[src/rtl/dsp_mul_pkg.sv]
package dsp_mul_pkg;
  typedef enum logic [1:0] {
    SGN_BOTH  = 2'b00,
    SGN_NONE  = 2'b01,
    SGN_MIXED = 2'b10,
    SGN_RSVD  = 2'b11
  } sgn_mode_e;
endpackage

[src/rtl/dsp_mul_opext.sv]
// Widens one operand by a bit, as signed or unsigned.
module dsp_mul_opext #(
  parameter int W = 16
) (
  input  logic [W-1:0]      opnd,
  input  logic              as_signed,
  output logic signed [W:0] ext
);
  always_comb begin
    ext = {as_signed & opnd[W-1], opnd};
  end
endmodule

[src/rtl/dsp_mul_core.sv]
// Multiplies the widened operands, applies fractional doubling and the
// single positive-overflow fix.
module dsp_mul_core #(
  parameter int W  = 16,
  parameter int PW = 2 * W
) (
  input  logic signed [W:0] xa,
  input  logic signed [W:0] xb,
  input  logic              frac,
  input  logic              sat_case,
  output logic [PW-1:0]     res
);
  localparam logic [PW-1:0] POS_MAX = {1'b0, {(PW-1){1'b1}}};

  logic signed [PW-1:0] wa;
  logic signed [PW-1:0] wb;
  logic signed [PW-1:0] prod;
  logic [PW-1:0]        scaled;

  always_comb begin
    wa     = PW'(xa);
    wb     = PW'(xb);
    prod   = wa * wb;
    scaled = frac ? {prod[PW-2:0], 1'b0} : prod;
    res    = sat_case ? POS_MAX : scaled;
  end
endmodule

[src/rtl/dsp_mul_widen.sv]
// Extends the product to accumulator width.
module dsp_mul_widen #(
  parameter int PW = 32,
  parameter int AW = 40
) (
  input  logic [PW-1:0] res,
  input  logic          zero_ext,
  output logic [AW-1:0] wide
);
  localparam int XW = AW - PW;

  generate
    if (XW > 0) begin : g_ext
      always_comb wide = {{XW{~zero_ext & res[PW-1]}}, res};
    end else begin : g_noext
      logic unused_ze;
      always_comb begin
        unused_ze = zero_ext;
        wide      = res[AW-1:0];
      end
    end
  endgenerate
endmodule

[src/rtl/dsp_mul.sv]
module dsp_mul #(
  parameter int DW   = 16,
  parameter int ACCW = 40
) (
  input  logic            clk,
  input  logic            rst_n,
  input  logic            in_valid,
  input  logic [DW-1:0]   opa,
  input  logic [DW-1:0]   opb,
  input  logic [1:0]      sign_mode,
  input  logic            int_mode,
  output logic            out_valid,
  output logic [ACCW-1:0] product,
  output logic            mode_err
);
  import dsp_mul_pkg::*;

  localparam int PW = 2 * DW;
  localparam logic [DW-1:0] MOST_NEG = {1'b1, {(DW-1){1'b0}}};

  sgn_mode_e          mode;
  logic               a_signed, b_signed, rsvd, frac, sat_case;
  logic signed [DW:0] xa, xb;
  logic [PW-1:0]      res;
  logic [ACCW-1:0]    wide;

  always_comb begin
    mode     = sgn_mode_e'(sign_mode);
    a_signed = (mode == SGN_BOTH) || (mode == SGN_MIXED);
    b_signed = (mode == SGN_BOTH);
    rsvd     = (mode == SGN_RSVD);
    frac     = ~int_mode;
    sat_case = (mode == SGN_BOTH) && frac && (opa == MOST_NEG) && (opb == MOST_NEG);
  end

  dsp_mul_opext #(.W(DW)) u_ext_a (.opnd(opa), .as_signed(a_signed), .ext(xa));
  dsp_mul_opext #(.W(DW)) u_ext_b (.opnd(opb), .as_signed(b_signed), .ext(xb));

  dsp_mul_core #(.W(DW), .PW(PW)) u_core (
    .xa(xa), .xb(xb), .frac(frac), .sat_case(sat_case), .res(res)
  );

  dsp_mul_widen #(.PW(PW), .AW(ACCW)) u_widen (
    .res(res), .zero_ext(mode == SGN_NONE), .wide(wide)
  );

  // next state
  logic            valid_d, err_d, ld_en;
  logic [ACCW-1:0] prod_d;

  always_comb begin
    valid_d = in_valid;
    ld_en   = in_valid;
    err_d   = rsvd;
    prod_d  = rsvd ? '0 : wide;
  end

  // registers
  logic            valid_q, err_q;
  logic [ACCW-1:0] prod_q;

  always_ff @(posedge clk or negedge rst_n) begin
    if (!rst_n) begin
      valid_q <= 1'b0;
      err_q   <= 1'b0;
      prod_q  <= '0;
    end else begin
      valid_q <= valid_d;
      if (ld_en) begin
        err_q  <= err_d;
        prod_q <= prod_d;
      end
    end
  end

  assign out_valid = valid_q;
  assign product   = prod_q;
  assign mode_err  = err_q;
endmodule

[config.mk]
export PLATFORM = sky130hd
export DESIGN_NAME = dsp_mul
export DESIGN_NICKNAME = d
export VERILOG_FILES = /design/src/rtl/dsp_mul_pkg.sv /design/src/rtl/dsp_mul_opext.sv /design/src/rtl/dsp_mul_core.sv /design/src/rtl/dsp_mul_widen.sv /design/src/rtl/dsp_mul.sv
export SDC_FILE = /design/constraint.sdc
export NUM_CORES = 1
export LEC_CHECK = 0
export ABC_AREA = 0
export ABC_CLOCK_PERIOD_IN_PS = 1600
export BUFFER_PORTS_ARGS = -buffer_cell sky130_fd_sc_hd__buf_2
export CORE_ASPECT_RATIO = 0.75
export CORE_MARGIN = 3
export CORE_UTILIZATION = 35
export CTS_CLUSTER_SIZE = 30
export DETAILED_ROUTE_END_ITERATION = 12
export PLACE_DENSITY = 0.56
export SLEW_MARGIN = 15
export SYNTH_ARGS = -nofsm -noshare
export SYNTH_HDL_FRONTEND = slang
export SYNTH_SLANG_ARGS = --single-unit
[constraint.sdc]
create_clock -name clk -period 1.6 [get_ports clk]
set_input_delay 0.24 -clock clk [delete_from_list [all_inputs] [get_ports clk]]
set_output_delay 0.24 -clock clk [all_outputs]
set_load 0.005 [all_outputs]
==> flow_summary.toml, run 1 <==
[cts]
numCtsBuffers = 5
hold_buffers = 0
h-tree-depth = 2
clk_pin_slew_ns = 0.06
cts_tree = "built"
clock_sinks = 35
clock-root-buffer = "clkbuf_16"
clockBufferDepth = 2
clk_latency_ns = 0.28

[logic_synthesis]
yosysUniqueCellTypes = 69
ys.warnings.count = 0
ys_ff_latch = 35
syn_area_um2 = 12700
synth_edf_count = 0
avgSynthCellArea_um2 = 8.96
synth.area.top_cells = "fa_1 (45%), inv_1 (9.6%), ha_1 (8.1%)"
synthArstFlopShare_pct = 100
syn_nets = 1818
yosysSeqAreaShare_pct = 6.91
synth_top_area_share_pct = 44.5
synthFlopType = "dfrtp_1"
yosys.area.top_type = "fa_1"
synth_cells = 1416

[job]
max-cap-violations = 0

[critical_path]
critPathMaxFanout = 4
crit_end = "product[38]$_DFFE_PN0P_"
required_ns = 1.78
cp_top_family = "adder cells"
start_kind = "primary input"
r2r_cells = 2
crit_type = "primary input to flip-flop"
endpoint_kind = "flip-flop"
reg2reg_slack_ns = 0.61
critPathSlowestCell = "fa_2"
critPathLaunch = "sign_mode[0]"
cp_num_cells = 24
rr_startpoint = "product[25]$_DFFE_PN0P_"
cpMostUsedCell = "fa_1"
slowest_delay_ns = 0.57
critPathBufInv = 6
crit_path_cell_trace = "buf_8, buf_6, nor2b_4, buf_6, nand2_4, fa_2, inv_2, fa_1, fa_1, fa_1, fa_1, inv_1, fa_1, inv_2, ha_4, and2_4, and2b_2, a32oi_4, nor3_2, a21oi_2, a31oi_2, xor2_1, a32oi_1, o31ai_1"
critPathArrivalTime_ns = 5.89
reg2reg_to = "product[25]$_DFFE_PN0P_"

[run_status]
outcome = "complete, but fails checks"
violations = "hold timing, setup timing"

[routing]
drt-total-wl_um = 36200
drtIter0Drc = 560
drcViolationCount = 0
wire_per_inst_um = 17.0
num_vias = 10317
ant_nets = 0
dr.pass1.iters = 5
via_per_inst = 4.85

[placement]
dp_hpwl_um = 30700
place_area_um2 = 15600
port_buffers = 79
routabilityCongestion = 0.845

[global_routing]
grt_max_degree = 42
grtUsageTotal_pct = 19.9
grt_pass1_vias = 11579
grt_pass1_wl_um = 61000
grt_overflow = 0
antenna_found_initial = 0

[sta]
setup-tns-final_ns = -101.60
slew_headroom_pct = 69.1
min_period_ns = 5.70
finalCritPeriodShare_pct = 356
finalHoldViolations = 13
worstMarginPinSlew_ns = 0.464
fin_hold_ws_ns = -0.0111
fmaxAchievable_mhz = 175
setup-violations-final = 33
finClkSkew_ns = 0
setup_slack_ns = -4.10
drv_slew = 0
grt_setup_unrepaired = "yes"

[die]
initial_core_util_pct = 36.0
die-height_um = 171
die_area_um2 = 38600
ios = 80
chipWidth_um = 226
row_count = 59
core_um2 = 35200

[finish]
final_cell_mix = "inv_1 (292), fa_1 (268), buf_4 (200)"
area_growth_pct = 34.8
stdcell_area_um2 = 17100
antenna_cells = 0
drive_gt1_share_pct = 34.0
final_common_cell = "inv_1"
fin_nets = 2070

[hold_path]
worstHoldPathType = "primary input to async pin"
[Yosys cell counts, types with 3 or more instances]
cell       count
nand2b_1       4
a21o_1         8
xnor2_1       23
dfrtp_1       35
a21oi_1       29
and3_1         3
fa_1         282
nor4_1        16
o21ai_1       11
o2bb2ai_1     25
nor2_1        50
a31oi_1        4
and2_1       123
buf_2          3
inv_1        324
nand2_1      180
nor2b_1        6
buf_4          8
clkbuf_1      65
a41oi_1        3
o21ai_0        9
nor3_1        12
or2_2          7
xor2_1        12
ha_1          82
nand4_1        6
nand3_1        9
buf_1          5
a211oi_1      21
mux2i_1        3
[registers in the layout, summed over array words and instances, names as in the netlist]
name / cells
out_valid: 1
mode_err: 1
product: 33
[cell families (layout without fill, tap and decap cells)]
kind of cell               after synthesis  after routing  synth area share, %
adders and majority gates              364            364                 52.6
and+or+nand+nor                        429            429                 16.9
xor gates and xnor gates                36             36                 2.55
buffers and inverters                  406            659                 12.3
muxes                                    3              3                0.237
DFF                                     35             35                 6.91
AOI/OAI and AO/OA                      143            143                 8.55
[worst register-to-register path, cell delays in order (launching register included)]
cell	delay (ns)
dfrtp_1	0.39
a221o_1	0.36
a2bb2oi_2	0.13
[layer usage]
layer / wire length (um) / up-vias / GRT usage, %
li1: - / 4762 / -
met1: 16500 / 5327 / 28.0
met2: 17900 / 212 / 34.9
met3: 1580 / 16 / 2.20
met4: 163 / 0 / 1.44
met5: 0 / - / 0
[final cells by class]
| cell class | count | area [um^2] |
|---|---|---|
| multi-input cells | 975 | 11500 |
| repair buffers | 326 | 2790 |
| clock inverters | 2 | 12.5 |
| well taps | 457 | 572 |
| clock buffers | 6 | 129 |
| flip-flops and latches | 35 | 876 |
| inverters | 325 | 1220 |
| fillers | 3310 | 18100 |
[stage by stage]
stage	hold WS, ns	util, %	setup WS, ns	instances
floorplan	-0.0556	-	-4.02	1416
global placement	0.302	44.3	-4.43	2075
detailed placement	0.302	44.3	-4.49	2075
CTS	0.00117	47.7	-4.03	2115
global route	0.0173	48.5	-4.38	2126
finish	-0.0111	48.5	-4.10	2126
[worst min path at each step]
stage                     startpoint                     end  slack (ns)  cells after the start
final                          rst_n  product[3]$_DFFE_PN0P_       -0.01                      2
after global routing           rst_n  product[3]$_DFFE_PN0P_        0.02                      2
after CTS                      rst_n  product[4]$_DFFE_PN0P_       0.001                      2
after detailed placement       rst_n  product[3]$_DFFE_PN0P_        0.30                      2
after global placement         rst_n  product[4]$_DFFE_PN0P_        0.30                      2
after floorplan                rst_n    mode_err$_DFFE_PN0P_       -0.06                      0
[what timing repair did]
item	in CTS	in global routing
gates cloned	3	0
resized for setup	179	56
setup buffers	29	11
setup endpoints to repair	33	33
pin swaps	71	46
Power of run 1 is not shown: default switching activity piles up to over one toggle a cycle in this logic, so the estimate is an artifact.
==> run 2: changes to the inputs <==
Settings changed: RECOVER_POWER set to 50, SYNTH_HIERARCHICAL set to 1.
==> run 2 against run 1 <==
  * The flow finishes with violations (setup timing)
  * Synthesized cell count grew 7.7%
  * Critical path depth grew 2
  * Non-clock buffer count shrank 9
  * Final area grew 1.0%
  * Sequential share of layout area grew 0.96 points
  * Fmax shrank 6.1%
  * Final cell count grew 4.8%
  * Via count grew 0.92%
  * Setup slack lost 0.37 ns
  * Critical endpoint is now product[34]$_DFFE_PN0P_
  * Highest routed layer is now met5
==> flow_summary.toml, run 2 <==
[finish]
regArea_um2 = 1050
area_growth_pct = 29.0
final_cell_mix = "inv_1 (306), fa_1 (266), buf_4 (190)"
fillers = 3597
largest_register_ffs = 40
drive_gt1_share_pct = 31.8
multi_input_area_um2 = 11400
stdcell_area_um2 = 17300
fin_nets = 2123
final_common_cell = "inv_1"

[placement]
dp_hpwl_um = 30300
port_buffers = 79
routabilityCongestion = 0.884
place_area_um2 = 15800

[global_routing]
grt_pass1_vias = 11603
grt_overflow = 0
grt_max_degree = 43
antenna_found_initial = 4
grt_pass1_wl_um = 60500
grtUsageTotal_pct = 18.6

[hold_path]
worstHoldPathType = "primary input to async pin"

[critical_path]
cp_num_cells = 26
required_ns = 1.81
crit_end = "product[34]$_DFFE_PN0P_"
critPathLaunch = "sign_mode[0]"
cp_top_family = "adder cells"
critPathMaxFanout = 8
rr_startpoint = "product[38]$_DFFE_PN0P_"
critPathBufInv = 6
r2r_cells = 2
crit_type = "primary input to flip-flop"
slowest_delay_ns = 0.62
reg2reg_to = "product[38]$_DFFE_PN0P_"
cpMostUsedCell = "inv_2"
reg2reg_slack_ns = 0.96
start_kind = "primary input"
critPathSlowestCell = "fa_2"
endpoint_kind = "flip-flop"
critPathArrivalTime_ns = 6.29

[routing]
num_vias = 10412
ant_nets = 0
wire_per_inst_um = 16.4
drcViolationCount = 0
via_per_inst = 4.67
dr.pass1.iters = 5
drtIter0Drc = 495
drt-total-wl_um = 36600

[die]
die-height_um = 175
row_count = 61
core_um2 = 37400
ios = 80
die_area_um2 = 40600
initial_core_util_pct = 35.8
chipWidth_um = 232

[logic_synthesis]
yosys.area.top_type = "fa_1"
synth.area.top_cells = "fa_1 (42%), inv_1 (9.6%), dfrtp_1 (7.9%)"
syn_nets = 1927
synth_common_cells = "inv_1 (342), fa_1 (282), nand2_1 (195)"
yosysUniqueCellTypes = 61
synth_cells = 1525
synthFlopType = "dfrtp_1"
avgSynthCellArea_um2 = 8.78
yosysSeqAreaShare_pct = 7.85
yosysMostFrequentCell = "inv_1"
ys_ff_latch = 42
synth_edf_count = 0
syn_area_um2 = 13400
synth_top_area_share_pct = 42.2
synthArstFlopShare_pct = 100
ys.warnings.count = 6

[cts]
numCtsBuffers = 5
clk_latency_ns = 0.29
clock_sinks = 42
clk_pin_slew_ns = 0.06
cts_tree = "built"
hold_buffers = 0
clockBufferDepth = 2
h-tree-depth = 2
clock-root-buffer = "clkbuf_16"

[sta]
finalCritPeriodShare_pct = 380
setup-violations-final = 40
finClkSkew_ns = 0
setup-tns-final_ns = -133.68
grt_setup_unrepaired = "yes"
slew_headroom_pct = 31.0
drv_slew = 0
setup_slack_ns = -4.47
worstMarginPinSlew_ns = 1.03
min_period_ns = 6.07
fmaxAchievable_mhz = 165
finalHoldViolations = 0

[job]
max-cap-violations = 0

[run_status]
outcome = "complete, but fails checks"
violations = "setup timing"
==> run 2: cell types whose count changed after synthesis, sizes merged, moves of 10 or more <==
cell / previous run / this run
buf: 16 / 79
o21ai: 21 / 68
a211oi: 22 / 6
o211ai: 1 / 15
nor4: 18 / 6
and2: 124 / 148
nand3: 9 / 19
clkbuf: 65 / 49
nand2: 180 / 195
inv: 324 / 342
o2bb2ai: 26 / 0
==> run 2: how the worst min path moves through the flow <==
stage | start | end | slack [ns] | depth (start not counted)
after detailed placement | rst_n | product[8]$_DFFE_PN0P_ | 0.34 | 2
final | rst_n | product[9]$_DFFE_PN0P_ | 0.20 | 2
after global placement | rst_n | product[8]$_DFFE_PN0P_ | 0.34 | 2
after floorplan | rst_n | mode_err$_DFFE_PN0P_ | -0.06 | 0
after CTS | rst_n | product[8]$_DFFE_PN0P_ | 0.02 | 2
after global routing | rst_n | product[10]$_DFFE_PN0P_ | 0.30 | 2
==> run 2: logic make-up (layout without fill, tap and decap cells) <==
family                   after synthesis  in the layout  share of synthesized area [%]
flip-flops                            42             42                           7.85
other                                  0              3                              0
multiplexers                           6              6                          0.458
adder cells (fa/ha/maj)              364            364                           49.8
XOR/XNOR                              30             30                           1.96
AO/OA/AOI/OAI                        152            152                           7.48
buffers and inverters                470            667                           15.4
AND/OR/NAND/NOR                      461            461                           17.0
==> run 2: stage by stage <==
stage                     cells  setup WS, ns  hold slack [ns]  util, %
after detailed placement   2181         -5.02            0.338     42.2
after global placement     2181         -4.90            0.336     42.2
after floorplan            1525         -4.77          -0.0556        -
final                      2229         -4.47            0.201     46.2
after CTS                  2220         -4.49           0.0221     45.2
after global routing       2229         -4.71            0.304     46.2
==> run 2: what timing repair did <==
item,4_1_cts,5_1_grt
setup endpoints to repair,40,40
cloned,2,0
setup buffers,30,6
pin swaps,108,43
gates resized for setup,221,66
==> run 2: layout make-up <==
cell class	instances	share of cell area (%)
Antenna cell	3	0.0435
Clock buffer	5	0.725
Clock inverter	3	0.145
Inverter	342	7.51
Multi-Input combinational cell	1013	66.0
Sequential cell	42	6.09
Tap cell	504	3.65
Timing Repair Buffer	317	15.8
==> run 2: metal layers <==
| layer | global-route usage [%] | up-vias | routed length (um) |
|---|---|---|---|
| li1 | - | 4890 | - |
| met1 | 27.0 | 5291 | 17200 |
| met2 | 30.7 | 208 | 17300 |
| met3 | 2.40 | 21 | 1660 |
| met4 | 2.45 | 2 | 405 |
| met5 | 0 | - | 13 |
Power of run 2 is left out for the same reason.
